--- src/rtl/xlat_pkg.sv ---
package xlat_pkg;
   localparam int unsigned BIT_P   = 0;
   localparam int unsigned BIT_RW  = 1;
   localparam int unsigned BIT_US  = 2;
   localparam int unsigned BIT_ACC = 5;
   localparam int unsigned BIT_DTY = 6;
   localparam int unsigned BIT_LRG = 7;
   localparam int unsigned BIT_GLB = 8;

   typedef enum logic [1:0] {
      CAUSE_NONE   = 2'b00,
      CAUSE_ABSENT = 2'b01,
      CAUSE_PROT   = 2'b10,
      CAUSE_LARGE  = 2'b11
   } cause_e;

   typedef enum logic [2:0] {
      ST_IDLE, ST_RD_DIR, ST_WB_DIR, ST_RD_TBL, ST_WB_TBL, ST_DONE
   } walk_st_e;
endpackage

--- src/rtl/xlat_addr_gen.sv ---
module xlat_addr_gen #(
   parameter int AW     = 32,
   parameter int IDX_W  = 10,
   parameter int OFF_W  = 12,
   parameter int ENT_LG = 2
) (
   input  logic [AW-1:0] dir_base,
   input  logic [AW-1:0] vaddr,
   input  logic [AW-1:0] dir_entry,
   output logic [AW-1:0] dir_addr,
   output logic [AW-1:0] tbl_addr
);
   localparam int PAD_W = AW - IDX_W - ENT_LG;

   logic [IDX_W-1:0] dir_idx, tbl_idx;

   generate
      if (PAD_W < 1) begin : g_bad_width
         $error("xlat_addr_gen: index too wide for address");
      end
   endgenerate

   assign dir_idx  = vaddr[AW-1 -: IDX_W];
   assign tbl_idx  = vaddr[OFF_W +: IDX_W];
   assign dir_addr = dir_base + {{PAD_W{1'b0}}, dir_idx, {ENT_LG{1'b0}}};
   assign tbl_addr = {dir_entry[AW-1:OFF_W], {OFF_W{1'b0}}}
                   + {{PAD_W{1'b0}}, tbl_idx, {ENT_LG{1'b0}}};
endmodule

--- src/rtl/xlat_perm_check.sv ---
module xlat_perm_check #(
   parameter int AW                = 32,
   parameter bit SUP_WRITE_PROTECT = 1'b1
) (
   input  logic [AW-1:0] dir_entry,
   input  logic [AW-1:0] tbl_entry,
   input  logic          is_write,
   input  logic          is_user,
   output logic          eff_wr,
   output logic          eff_us,
   output logic          violation
);
   import xlat_pkg::*;

   logic wr_bad, us_bad;

   assign eff_wr = dir_entry[BIT_RW] & tbl_entry[BIT_RW];
   assign eff_us = dir_entry[BIT_US] & tbl_entry[BIT_US];
   assign us_bad = is_user & ~eff_us;

   generate
      if (SUP_WRITE_PROTECT) begin : g_wp_all
         assign wr_bad = is_write & ~eff_wr;
      end else begin : g_wp_user
         assign wr_bad = is_write & is_user & ~eff_wr;
      end
   endgenerate

   assign violation = wr_bad | us_bad;
endmodule

--- src/rtl/xlat_walker.sv ---
module xlat_walker #(
   parameter int AW                = 32,
   parameter int IDX_W             = 10,
   parameter int OFF_W             = 12,
   parameter bit SUP_WRITE_PROTECT = 1'b1
) (
   input  logic               clk,
   input  logic               rst_n,
   input  logic               req_valid,
   output logic               req_ready,
   input  logic [AW-1:0]      req_vaddr,
   input  logic               req_write,
   input  logic               req_user,
   input  logic [AW-1:0]      dir_base,
   output logic               mem_req,
   output logic               mem_we,
   output logic [AW-1:0]      mem_addr,
   output logic [AW-1:0]      mem_wdata,
   input  logic               mem_ack,
   input  logic [AW-1:0]      mem_rdata,
   output logic               done,
   output logic               fill_ok,
   output logic               fault,
   output logic [1:0]         fault_cause,
   output logic [AW-1:0]      res_vaddr,
   output logic               res_write,
   output logic               res_user,
   output logic [AW-OFF_W-1:0] fill_ppn,
   output logic               fill_writable,
   output logic               fill_user,
   output logic               fill_global,
   output logic               fill_dirty
);
   import xlat_pkg::*;

   localparam int PPN_W = AW - OFF_W;

   generate
      if (AW != 2 * IDX_W + OFF_W) begin : g_bad_split
         $error("xlat_walker: AW must equal 2*IDX_W+OFF_W");
      end
      if (OFF_W <= BIT_GLB) begin : g_bad_off
         $error("xlat_walker: offset too narrow for flag bits");
      end
   endgenerate

   walk_st_e          st;
   logic [AW-1:0]     va_q, pde_q, pte_q;
   logic              wr_q, us_q;
   cause_e            cause_q;
   logic [PPN_W-1:0]  ppn_q;
   logic              fw_q, fu_q, fg_q, fd_q;
   logic [AW-1:0]     dir_addr, tbl_addr;
   logic              eff_wr, eff_us, violation;
   logic [AW-1:0]     acc_mask, dty_mask;
   logic              tbl_needs_wb;

   xlat_addr_gen #(.AW(AW), .IDX_W(IDX_W), .OFF_W(OFF_W), .ENT_LG(2)) u_addr (
      .dir_base (dir_base),
      .vaddr    (va_q),
      .dir_entry(pde_q),
      .dir_addr (dir_addr),
      .tbl_addr (tbl_addr)
   );

   xlat_perm_check #(.AW(AW), .SUP_WRITE_PROTECT(SUP_WRITE_PROTECT)) u_perm (
      .dir_entry(pde_q),
      .tbl_entry(mem_rdata),
      .is_write (wr_q),
      .is_user  (us_q),
      .eff_wr   (eff_wr),
      .eff_us   (eff_us),
      .violation(violation)
   );

   always_comb begin
      acc_mask          = '0;
      acc_mask[BIT_ACC] = 1'b1;
      dty_mask          = '0;
      dty_mask[BIT_DTY] = wr_q;
   end

   assign tbl_needs_wb = ~mem_rdata[BIT_ACC] | (wr_q & ~mem_rdata[BIT_DTY]);

   always_ff @(posedge clk or negedge rst_n) begin
      if (!rst_n) begin
         st      <= ST_IDLE;
         va_q    <= '0;
         wr_q    <= 1'b0;
         us_q    <= 1'b0;
         pde_q   <= '0;
         pte_q   <= '0;
         cause_q <= CAUSE_NONE;
         ppn_q   <= '0;
         fw_q    <= 1'b0;
         fu_q    <= 1'b0;
         fg_q    <= 1'b0;
         fd_q    <= 1'b0;
      end else begin
         unique case (st)
            ST_IDLE: if (req_valid) begin
               va_q <= req_vaddr;
               wr_q <= req_write;
               us_q <= req_user;
               st   <= ST_RD_DIR;
            end
            ST_RD_DIR: if (mem_ack) begin
               pde_q <= mem_rdata;
               if (!mem_rdata[BIT_P]) begin
                  cause_q <= CAUSE_ABSENT;
                  st      <= ST_DONE;
               end else if (mem_rdata[BIT_LRG]) begin
                  cause_q <= CAUSE_LARGE;
                  st      <= ST_DONE;
               end else if (!mem_rdata[BIT_ACC]) begin
                  st <= ST_WB_DIR;
               end else begin
                  st <= ST_RD_TBL;
               end
            end
            ST_WB_DIR: if (mem_ack) st <= ST_RD_TBL;
            ST_RD_TBL: if (mem_ack) begin
               pte_q <= mem_rdata;
               if (!mem_rdata[BIT_P]) begin
                  cause_q <= CAUSE_ABSENT;
                  st      <= ST_DONE;
               end else if (violation) begin
                  cause_q <= CAUSE_PROT;
                  st      <= ST_DONE;
               end else begin
                  cause_q <= CAUSE_NONE;
                  ppn_q   <= mem_rdata[AW-1:OFF_W];
                  fw_q    <= eff_wr;
                  fu_q    <= eff_us;
                  fg_q    <= mem_rdata[BIT_GLB];
                  fd_q    <= mem_rdata[BIT_DTY] | wr_q;
                  st      <= tbl_needs_wb ? ST_WB_TBL : ST_DONE;
               end
            end
            ST_WB_TBL: if (mem_ack) st <= ST_DONE;
            ST_DONE:   st <= ST_IDLE;
            default:   st <= ST_IDLE;
         endcase
      end
   end

   always_comb begin
      mem_req   = (st == ST_RD_DIR) || (st == ST_WB_DIR) || (st == ST_RD_TBL) || (st == ST_WB_TBL);
      mem_we    = (st == ST_WB_DIR) || (st == ST_WB_TBL);
      mem_addr  = ((st == ST_RD_DIR) || (st == ST_WB_DIR)) ? dir_addr : tbl_addr;
      mem_wdata = (st == ST_WB_DIR) ? (pde_q | acc_mask) : (pte_q | acc_mask | dty_mask);
   end

   assign req_ready     = (st == ST_IDLE);
   assign done          = (st == ST_DONE);
   assign fault         = done && (cause_q != CAUSE_NONE);
   assign fill_ok       = done && (cause_q == CAUSE_NONE);
   assign fault_cause   = cause_q;
   assign res_vaddr     = va_q;
   assign res_write     = wr_q;
   assign res_user      = us_q;
   assign fill_ppn      = ppn_q;
   assign fill_writable = fw_q;
   assign fill_user     = fu_q;
   assign fill_global   = fg_q;
   assign fill_dirty    = fd_q;

   assert_done_pulse_R1: assert property (@(posedge clk) disable iff (!rst_n)
      done |=> !done && req_ready);

   assert_take_req_R1: assert property (@(posedge clk) disable iff (!rst_n)
      req_valid && req_ready |=> !req_ready && mem_req && !mem_we);

   assert_hold_req_R11: assert property (@(posedge clk) disable iff (!rst_n)
      mem_req && !mem_ack |=> mem_req && $stable(mem_addr) && $stable(mem_we) && $stable(mem_wdata));

   assert_wb_sets_acc_R7: assert property (@(posedge clk) disable iff (!rst_n)
      mem_req && mem_we |-> mem_wdata[BIT_ACC]);

   assert_wb_same_addr_R7: assert property (@(posedge clk) disable iff (!rst_n)
      $rose(mem_we) |-> $stable(mem_addr) && $past(mem_ack));

   assert_dirty_on_write_R8: assert property (@(posedge clk) disable iff (!rst_n)
      fill_ok && res_write |-> fill_dirty);

   assert_user_right_R6: assert property (@(posedge clk) disable iff (!rst_n)
      fill_ok && res_user |-> fill_user);

   assert_cause_kind_R9: assert property (@(posedge clk) disable iff (!rst_n)
      done |-> (fault_cause == 2'b00) == fill_ok);
endmodule

--- config.mk ---
export PLATFORM = sky130hd
export DESIGN_NAME = xlat_walker
export DESIGN_NICKNAME = d
export VERILOG_FILES = /design/src/rtl/xlat_pkg.sv /design/src/rtl/xlat_addr_gen.sv /design/src/rtl/xlat_perm_check.sv /design/src/rtl/xlat_walker.sv
export SDC_FILE = /design/constraint.sdc
export NUM_CORES = 1
export LEC_CHECK = 0
export BUFFER_PORTS_ARGS = -buffer_cell sky130_fd_sc_hd__buf_4
export CAP_MARGIN = 20
export CELL_PAD_IN_SITES_DETAIL_PLACEMENT = 1
export CELL_PAD_IN_SITES_GLOBAL_PLACEMENT = 1
export CORE_ASPECT_RATIO = 0.5
export CORE_MARGIN = 3
export CORE_UTILIZATION = 42
export DETAILED_ROUTE_END_ITERATION = 8
export PLACE_DENSITY_LB_ADDON = 0.25
export SLEW_MARGIN = 25
export SYNTH_ARGS = -nofsm -noshare
export SYNTH_HDL_FRONTEND = slang
export SYNTH_SLANG_ARGS = --single-unit
--- constraint.sdc ---
create_clock -name clk -period 6 [get_ports clk]
set_clock_uncertainty 0.05 [all_clocks]
set_input_delay 0.6 -clock clk [delete_from_list [all_inputs] [get_ports clk]]
set_output_delay 0.6 -clock clk [all_outputs]
set_load 0.02 [all_outputs]
# After elaboration in Yosys (flattened, before gate mapping)
# Cells that the tools add are included.
[op_classes] addsub=2 eq_ne=11 mux=21 bitwise_logic=14 n_reduce_logical=16
[op_table] op="adder 32 x 12 -> 32 bit" n=2
[op_table] op="two-way mux 32 bit" n=2
[op_table] op="OR 32 x 7 -> 32 bit" n=1
[op_table] op="two-way mux 3 bit" n=7
[op_table] op="one-hot mux 3 bit (5 select lines)" n=1
[op_table] op="two-way mux 2 bit" n=6
[op_table] op="inequality test 2 bit, second input constant" n=5
[op_table] op="AND reduction 4 bit" n=2
[op_table] op="equality test 3 x 2 -> 1 bit, second input constant" n=2
[op_table] op="equality test 3 bit, second input constant" n=2
[op_table] op="AND reduction 2 bit" n=3
[op_table] op="bitwise AND 1 bit" n=5
[op_table] op="inverter 1 bit" n=5
[op_table] op="AND reduction 5 bit" n=1
[op_table] op="logical OR 1 bit" n=4
[op_table] op="two-way mux 1 bit" n=4
[op_table] op="one-hot mux 2 bit (2 select lines)" n=1
[op_table] op="nonzero test 2 bit" n=2
[op_table] op="equality test 3 x 1 -> 1 bit, second input constant" n=1
[op_table] op="logical NOT 3 bit" n=1
[op_table] op="inequality test 3 bit, second input constant" n=1
[op_table] op="OR 1 bit" n=3
[op_table] op="logical AND 1 bit" n=2
[op_table] op="logical NOT 2 bit" n=1
[word_totals] register_bits=127 input_bits=102 output_inout_bits=130 wordCells=76

# Depth between registers and ports, before layout
# Gate-level depths: netlist of run 1.
[depth] ltp_word=8 ltp_mapped=9

# Hierarchy
# Synthesis of run 1 repeated with hierarchy kept, for this count alone.
[hier_totals] cells_unflattened=625 area_unflattened_um2=6972.9
[by_module_without_submodules] module="xlat_walker" instances=1 cells_per_inst=451 area_per_inst_um2=5660.4 seq_area_each_um2=3153.0
[by_module_without_submodules] module="xlat_addr_gen" instances=1 cells_per_inst=169 area_per_inst_um2=1275.0 seq_area_each_um2=0.0
[by_module_without_submodules] module="xlat_perm_check" instances=1 cells_per_inst=5 area_per_inst_um2=37.5 seq_area_each_um2=0.0

# Worst setup path after synthesis of run 1
# OpenSTA, ideal clock, no wires.
[synth_timing] kind="in2out" startpoint="input port dir_base[2]" endpoint="output port mem_addr[12]" arrival_time_ns=2.651 required_time_ns=5.350 setup_slack_ns=2.699 stages=8 n_path_buf=0 path_cell_list="ha_1 > fa_1 > a211o_1 > a21oi_2 > nor2_4 > nor2_2 > xor2_1 > o21ai_0"
[synth_via] elab_chain_len=2
[synth_lines] element="from (decl)" line="xlat_walker.sv:14" rtl="input logic [AW-1:0] dir_base,"
[synth_lines] element="adder 32 x 12 -> 32 bit" line="xlat_addr_gen.sv:25" rtl="assign dir_addr = dir_base + {{PAD_W{1'b0}}, dir_idx, {ENT_LG{1'b0}}};"
[synth_lines] element="two-way mux 32 bit" line="xlat_walker.sv:150" rtl="mem_addr = ((st == ST_RD_DIR) || (st == ST_WB_DIR)) ? dir_addr : tbl_addr;"
[synth_lines] element="to (decl)" line="xlat_walker.sv:17" rtl="output logic [AW-1:0] mem_addr,"
# Every way passes these cells.

# Worst setup path after layout of run 1
[layout_timing] startpoint="register va_q[22], in the netlist res_vaddr[22]" endpoint="output port mem_addr[24]"
[layout_via] elab_chain_len=2
[layout_lines] element="from (decl)" line="xlat_walker.sv:48" rtl="logic [AW-1:0] va_q, pde_q, pte_q;"
[layout_lines] element="from (signal assigned)" line="xlat_walker.sv:102" rtl="va_q <= req_vaddr;"
[layout_lines] element="adder 32 x 12 -> 32 bit" line="xlat_addr_gen.sv:25"
[layout_lines] element="two-way mux 32 bit" line="xlat_walker.sv:150"
# Every way passes these cells.

==> results of run 1 <==
## cell usage in the layout, fill, tap and decap left out, drive strengths merged, types with 5 or more instances in the layout
| cell type | instances |
|---|---|
| a31oi | 10 |
| nand2 | 42 |
| nand3 | 9 |
| xor2 | 17 |
| o21ai | 32 |
| nor2 | 25 |
| a21oi | 14 |
| buf | 236 |
| o31ai | 7 |
| dfrtp | 125 |
| mux2 | 147 |
| ha | 10 |
| or4 | 7 |
| and3 | 5 |
| clkbuf | 17 |
| o211ai | 10 |
| clkinv | 8 |
| nor3 | 6 |
| inv | 16 |
## per-stage QoR
stage                     utilization (%)  setup WS (ns)
after floorplan                         -           2.70
after global placement               56.5           2.54
after detailed placement             56.5           2.46
after CTS                            60.6           2.24
after global routing                 60.6           2.13
final                                60.6           2.33
## critical path, delay by kind of cell, from the launching register on
family                   cells  cell delay [ns]
AND/OR/NAND/NOR              2             0.46
flip-flops                   1             0.40
AO/OA/AOI/OAI                4             0.95
adder cells (fa/ha/maj)      2             0.65
buffers and inverters        1             0.16
## synthesized netlist by cell type (6+ instances only)
master | number | area (um^2)
nor2_1 | 21 | 78.8
buf_2 | 15 | 75.1
mux2_2 | 147 | 1660
nand3_1 | 8 | 40.0
o31ai_1 | 7 | 52.6
xor2_1 | 17 | 149
o21ai_0 | 31 | 155
ha_1 | 10 | 125
nor3_1 | 6 | 30.0
or4_1 | 7 | 52.6
a31oi_1 | 10 | 62.6
clkbuf_1 | 9 | 33.8
dfrtp_1 | 125 | 3130
o211ai_1 | 10 | 75.1
inv_1 | 10 | 37.5
a21oi_1 | 12 | 60.1
nand2_1 | 41 | 154
## metal layers
| metal | track usage, % | share of wire (%) | wire (um) |
|---|---|---|---|
| met3 | 5.22 | 5.2 | 1040 |
| met1 | 28.9 | 42 | 8440 |
| met2 | 41.0 | 50 | 10000 |
| met4 | 7.47 | 1.8 | 366 |
| met5 | 0 | 0 | 0 |
## kinds of logic (layout without fill, tap and decap cells)
logic type | Yosys count | in the layout
AOI/OAI and AO/OA | 88 | 88
xor gates and xnor gates | 21 | 21
adders and majority gates | 11 | 11
buffers and inverters | 40 | 278
DFF | 125 | 125
muxes | 147 | 147
other | 1 | 1
and+or+nand+nor | 114 | 114
## worst min path at each step
stage                   start             end  cells past startpoint
finish                  rst_n       pte_q[10]                      1
global route            rst_n       pte_q[10]                      1
CTS                     rst_n       pte_q[10]                      1
detailed placement  pde_q[10]       pde_q[10]                      1
global placement    pde_q[11]       pde_q[11]                      1
floorplan               rst_n  fault_cause[0]                      0
## sequential cells by signal, indices dropped and copies added, names as in the netlist, 2 cells and up
register,flops
res_vaddr,32
pde_q,31
pte_q,31
fill_ppn,20
st,3
fault_cause,2
## final cells by class
type | count | area [um^2] | area share (%)
inverter | 10 | 37.5 | 0.419
multi-input combinational | 382 | 3180 | 35.4
tap | 198 | 248 | 2.76
sequential | 125 | 3130 | 34.9
clock buffer | 17 | 425 | 4.75
timing repair buffer | 236 | 1770 | 19.8
clock inverter | 15 | 175 | 1.95
## power breakdown
part / switching (uW) / internal, uW
registers: 320 / 1250
logic: 1670 / 1390
clock network: 476 / 560
total: 2460 / 3200
==> flow_metrics.py, run 1 <==
metrics = {
    "route": {
        "via_per_inst": 5.30,
        "first_pass_iters": 4,
        "detail_route.wl_per_cell_um": 20.2,
        "vias": 5209,
        "drtIter0Drc": 191,
        "drt-total-wl_um": 19900,
        "drc": 0,
        "postRouteAntennaNets": 0,
    },
    "placed_design": {
        "dp.cells": 951,
        "gp_congestion": 0.830,
        "dp_hpwl_um": 14400,
        "buffer_ports.inserted": 230,
        "dpl-instance-area_mm2": 0.00835,
    },
    "clock_network": {
        "ctsResizeCount": 0,
        "cts_root_buf": "clkbuf_16",
        "cts_setup_buffers": 0,
        "ctsHoldBuffers": 0,
        "cts_made_buffers": 17,
        "cts_tree": "built",
        "htreeDepth": 4,
        "path_clk_slew_ns": 0.07,
        "clkSinkCount": 125,
        "cts_buffer_depth": 2,
        "clock_latency_ns": 0.42,
    },
    "yosys": {
        "synth_fa_ha_area_share_pct": 2.24,
        "syn_area_mm2": 0.00648,
        "synth_cell_types": 51,
        "synthCells": 547,
        "synthXorXnorAreaFrac_pct": 2.84,
        "synth-seq-area-share_pct": 48.3,
        "synth_compound_area_share_pct": 8.62,
        "synthSimpleGateAreaFrac_pct": 9.31,
        "async_flop_share_pct": 100,
        "synth-edff-count": 0,
        "postSynthAreaPerCell_um2": 11.8,
        "ys.flop_type": "dfrtp_1",
        "yosysWarnings": 0,
        "muxShareOfSynthArea_pct": 25.6,
        "synth_top_family_by_area": "multiplexers",
        "syn-num-nets": 660,
        "ys_seq_elements": 125,
    },
    "worst_setup_path": {
        "ff2ff_setup_slack_ns": 3.26,
        "r2r_start": "st[0]",
        "cpPeakStageDelay_ns": 0.43,
        "cp-start-kind": "flip-flop",
        "slowest_stage": "fa_1",
        "critPathMaxFanout": 9,
        "rr_worst_depth": 6,
        "cp-end-kind": "output port",
        "cp.required_ns": 5.35,
        "reg2reg_to": "fill_ppn[4]",
        "crit_start": "res_vaddr[22]",
        "critPathKind": "reg -> out",
        "critical_path_arrival_ns": 3.02,
        "path_cells": "ha_1, fa_1, a211o_1, a21oi_2, nor2_4, nor2_2, o21ai_0, a31oi_1, buf_4",
        "cp-endpoint": "mem_addr[24]",
    },
    "floorplan": {
        "die_area_mm2": 0.0170,
        "die_x_um": 182,
        "fp.dieH_um": 93.8,
        "initial_core_util_pct": 43.8,
        "ios": 232,
        "fp.coreArea_mm2": 0.0148,
        "rows": 31,
    },
    "final_layout": {
        "drive_gt1_share_pct": 55.3,
        "fin_cells": 983,
        "fin_area_mm2": 0.00896,
        "area.growth.synth_to_final_pct": 38.4,
        "fill_cells": 1602,
        "insertedDiodeCount": 0,
        "final_nets": 885,
    },
    "grt": {
        "grt_overflow": 0,
        "grt_pass1_wl_um": 31200,
        "grt_max_degree": 73,
        "grt_antenna_before_repair": 0,
        "track_usage_pct": 23.3,
        "grt_pass1_vias": 5679,
    },
    "pwr": {
        "cellPowerDensity_mw_per_mm2": 632,
        "ir_worst_vdd_mv": 0.349,
        "p_total_uw": 5660,
        "p_leak_uw": 0.00420,
    },
    "run_status": {
        "status": "completed",
    },
    "timing": {
        "hold_viol": 0,
        "slew_violations": 0,
        "whs_ns": 0.258,
        "fmax_mhz": 272,
        "post-route-period-util_pct": 61.2,
        "min_period_ns": 3.67,
        "fin_tns_setup_ns": 0,
        "worstMarginPinSlew_ns": 0.945,
        "rsz0062_at_grt": "false",
        "setup_viol": 0,
        "relSlewSlack_pct": 36.7,
    },
    "worst_hold_path": {
        "min_path_type": "in -> async",
    },
    "flow_run": {
        "cap_violations": 0,
    },
}
(Power assumes the default switching activity.)
==> run 2, diff against run 1 <==
--- a/config.mk
+++ b/config.mk
@@ -11,7 +11,7 @@
 export CELL_PAD_IN_SITES_GLOBAL_PLACEMENT = 1
 export CORE_ASPECT_RATIO = 0.5
 export CORE_MARGIN = 3
-export CORE_UTILIZATION = 42
+export CORE_UTILIZATION = 35
 export DETAILED_ROUTE_END_ITERATION = 8
 export PLACE_DENSITY_LB_ADDON = 0.25
 export SLEW_MARGIN = 25
==> constraint.sdc (replaced) <==
create_clock -name clk -period 3.25 [get_ports clk]
set_clock_uncertainty 0.05 [all_clocks]
set_input_delay 0.325 -clock clk [delete_from_list [all_inputs] [get_ports clk]]
set_output_delay 0.325 -clock clk [all_outputs]
set_load 0.02 [all_outputs]
==> run 2 against run 1 <==
Critical path depth fell by 1. Via count increased by 0.36%. Wire length up 1.6%. Critical endpoint is now mem_addr[26].
==> flow_metrics.py, run 2 (synthesis gave the netlist of run 1 again) <==
metrics = {
    "run_status": {
        "status": "completed",
    },
    "route": {
        "drtIter0Drc": 142,
        "vias": 5228,
        "drc": 0,
        "drt-total-wl_um": 20200,
        "postRouteAntennaNets": 0,
        "via_per_inst": 5.07,
        "detail_route.wl_per_cell_um": 19.6,
        "first_pass_iters": 4,
    },
    "timing": {
        "relSlewSlack_pct": 54.2,
        "slew_violations": 0,
        "fmax_mhz": 322,
        "post-route-period-util_pct": 95.6,
        "worstMarginPinSlew_ns": 0.686,
        "min_period_ns": 3.11,
        "rsz0062_at_grt": "true",
        "hold_viol": 0,
        "fin_tns_setup_ns": 0,
        "setup_viol": 0,
    },
    "clock_network": {
        "clock_latency_ns": 0.42,
        "cts_buffer_depth": 2,
        "cts_root_buf": "clkbuf_16",
        "cts_made_buffers": 17,
        "path_clk_slew_ns": 0.06,
        "clkSinkCount": 125,
        "htreeDepth": 4,
        "cts_tree": "built",
    },
    "final_layout": {
        "largest_register_ffs": 32,
        "layout_commonest_cell": "buf_4",
        "area.growth.synth_to_final_pct": 41.4,
        "drive_gt1_share_pct": 56.8,
        "insertedDiodeCount": 0,
        "layout_common_cells": "buf_4, mux2_2, dfrtp_1",
        "final_nets": 898,
    },
    "floorplan": {
        "initial_core_util_pct": 36.5,
        "die_area_mm2": 0.0203,
        "ios": 232,
        "fp.coreArea_mm2": 0.0177,
        "die_x_um": 198,
        "fp.dieH_um": 102,
        "rows": 34,
    },
    "pwr": {
        "p_leak_uw": 0.00425,
        "p_total_uw": 10600,
        "cellPowerDensity_mw_per_mm2": 1150,
        "ir_worst_vdd_mv": 0.540,
    },
    "worst_setup_path": {
        "critPathMaxFanout": 9,
        "slowest_stage": "or4_1",
        "worst_path_most_repeated_cell": "nor2_4",
        "critPathKind": "reg -> out",
        "cp-start-kind": "flip-flop",
        "critical_path_arrival_ns": 2.73,
        "path_cells": "ha_1, and3_1, nand3_2, nor2_4, nor2_4, or4_1, a31oi_1, buf_4",
        "cp.required_ns": 2.87,
        "cp-end-kind": "output port",
        "cpPeakStageDelay_ns": 0.48,
    },
    "flow_run": {
        "cap_violations": 0,
    },
    "grt": {
        "track_usage_pct": 20.1,
        "grt_max_degree": 90,
        "grt_pass1_vias": 5709,
        "grt_overflow": 0,
        "grt_pass1_wl_um": 31400,
        "grt_antenna_before_repair": 0,
    },
    "placed_design": {
        "buffer_ports.inserted": 230,
        "gp_congestion": 0.791,
        "dp_hpwl_um": 15000,
    },
    "worst_hold_path": {
        "min_path_type": "in -> reg",
    },
}
[run 2: changes by cell type in the layout (fill, tap and decap cells not counted), sizes merged]
cell	change
buf	+12
dlygate4sd3	+1
clkinv	-3
bufinv	+2
clkbuf	+2
inv	-5
clkinvlp	+4
[run 2: layer usage]
layer | wire, um | up-vias | part of all wire [%] | global-route usage, %
met1 | 8910 | 2657 | 44 | 25.3
met3 | 1000 | 17 | 5.0 | 5.76
met2 | 10100 | 114 | 50 | 34.5
li1 | - | 2440 | - | -
met5 | 0 | - | 0 | 0
met4 | 236 | 0 | 1.2 | 5.16
[run 2: layout make-up]
cell class	count	area, um^2
multi-input cells	382	3230
flip-flops and latches	125	3130
clock buffers	19	443
inverters	10	37.5
clock inverters	13	143
fillers	1911	8580
repair buffers	249	1890
well taps	234	293
[run 2: critical path: cells and delay by family (launching register included)]
family                   cells  cell delay, ns
AO/OA/AOI/OAI                1            0.19
adder cells (fa/ha/maj)      1            0.36
buffers and inverters        1            0.17
flip-flops                   1            0.40
AND/OR/NAND/NOR              5            1.19
[run 2: power by group]
group	internal [uW]	leakage [uW]	switching (uW)
registers	2310	0.00153	560
logic	2680	0.00245	3110
clock network	1150	0.000272	752
[run 2: what timing repair did]
item	in CTS	in global routing
hold buffers	1	0
resized for setup	3	10
setup buffers	3	1
endpoints found under the setup margin	6	16
hold endpoints to repair	36	0
pin swaps	2	8
[run 2: metrics by stage]
step	utilization (%)	setup slack (ns)	cells	hold WS [ns]	area [um^2]
3_3_place_gp	47.7	0.288	995	0.206	8470
5_1_grt	51.6	-0.0434	1032	0.0687	9160
2_1_floorplan	-	0.348	547	-0.0206	6480
3_5_place_dp	47.7	0.215	995	0.204	8470
4_1_cts	51.3	0.0426	1031	0.0529	9100
6_report	51.6	0.143	1032	0.0729	9160
[run 2: worst paths after layout]
path	from	endpoint	slack, ns	depth (start not counted)
setup reg to reg	st[1]	res_vaddr[7]	0.98	4
hold reg to reg	pte_q[27]	pte_q[27]	0.45	1
min in group asynchronous	rst_n	pte_q[10]	0.32	2
max in group asynchronous	rst_n	res_vaddr[7]	1.99	3
hold / removal	req_write	res_write	0.07	3
setup / recovery	res_vaddr[31]	mem_addr[26]	0.14	8
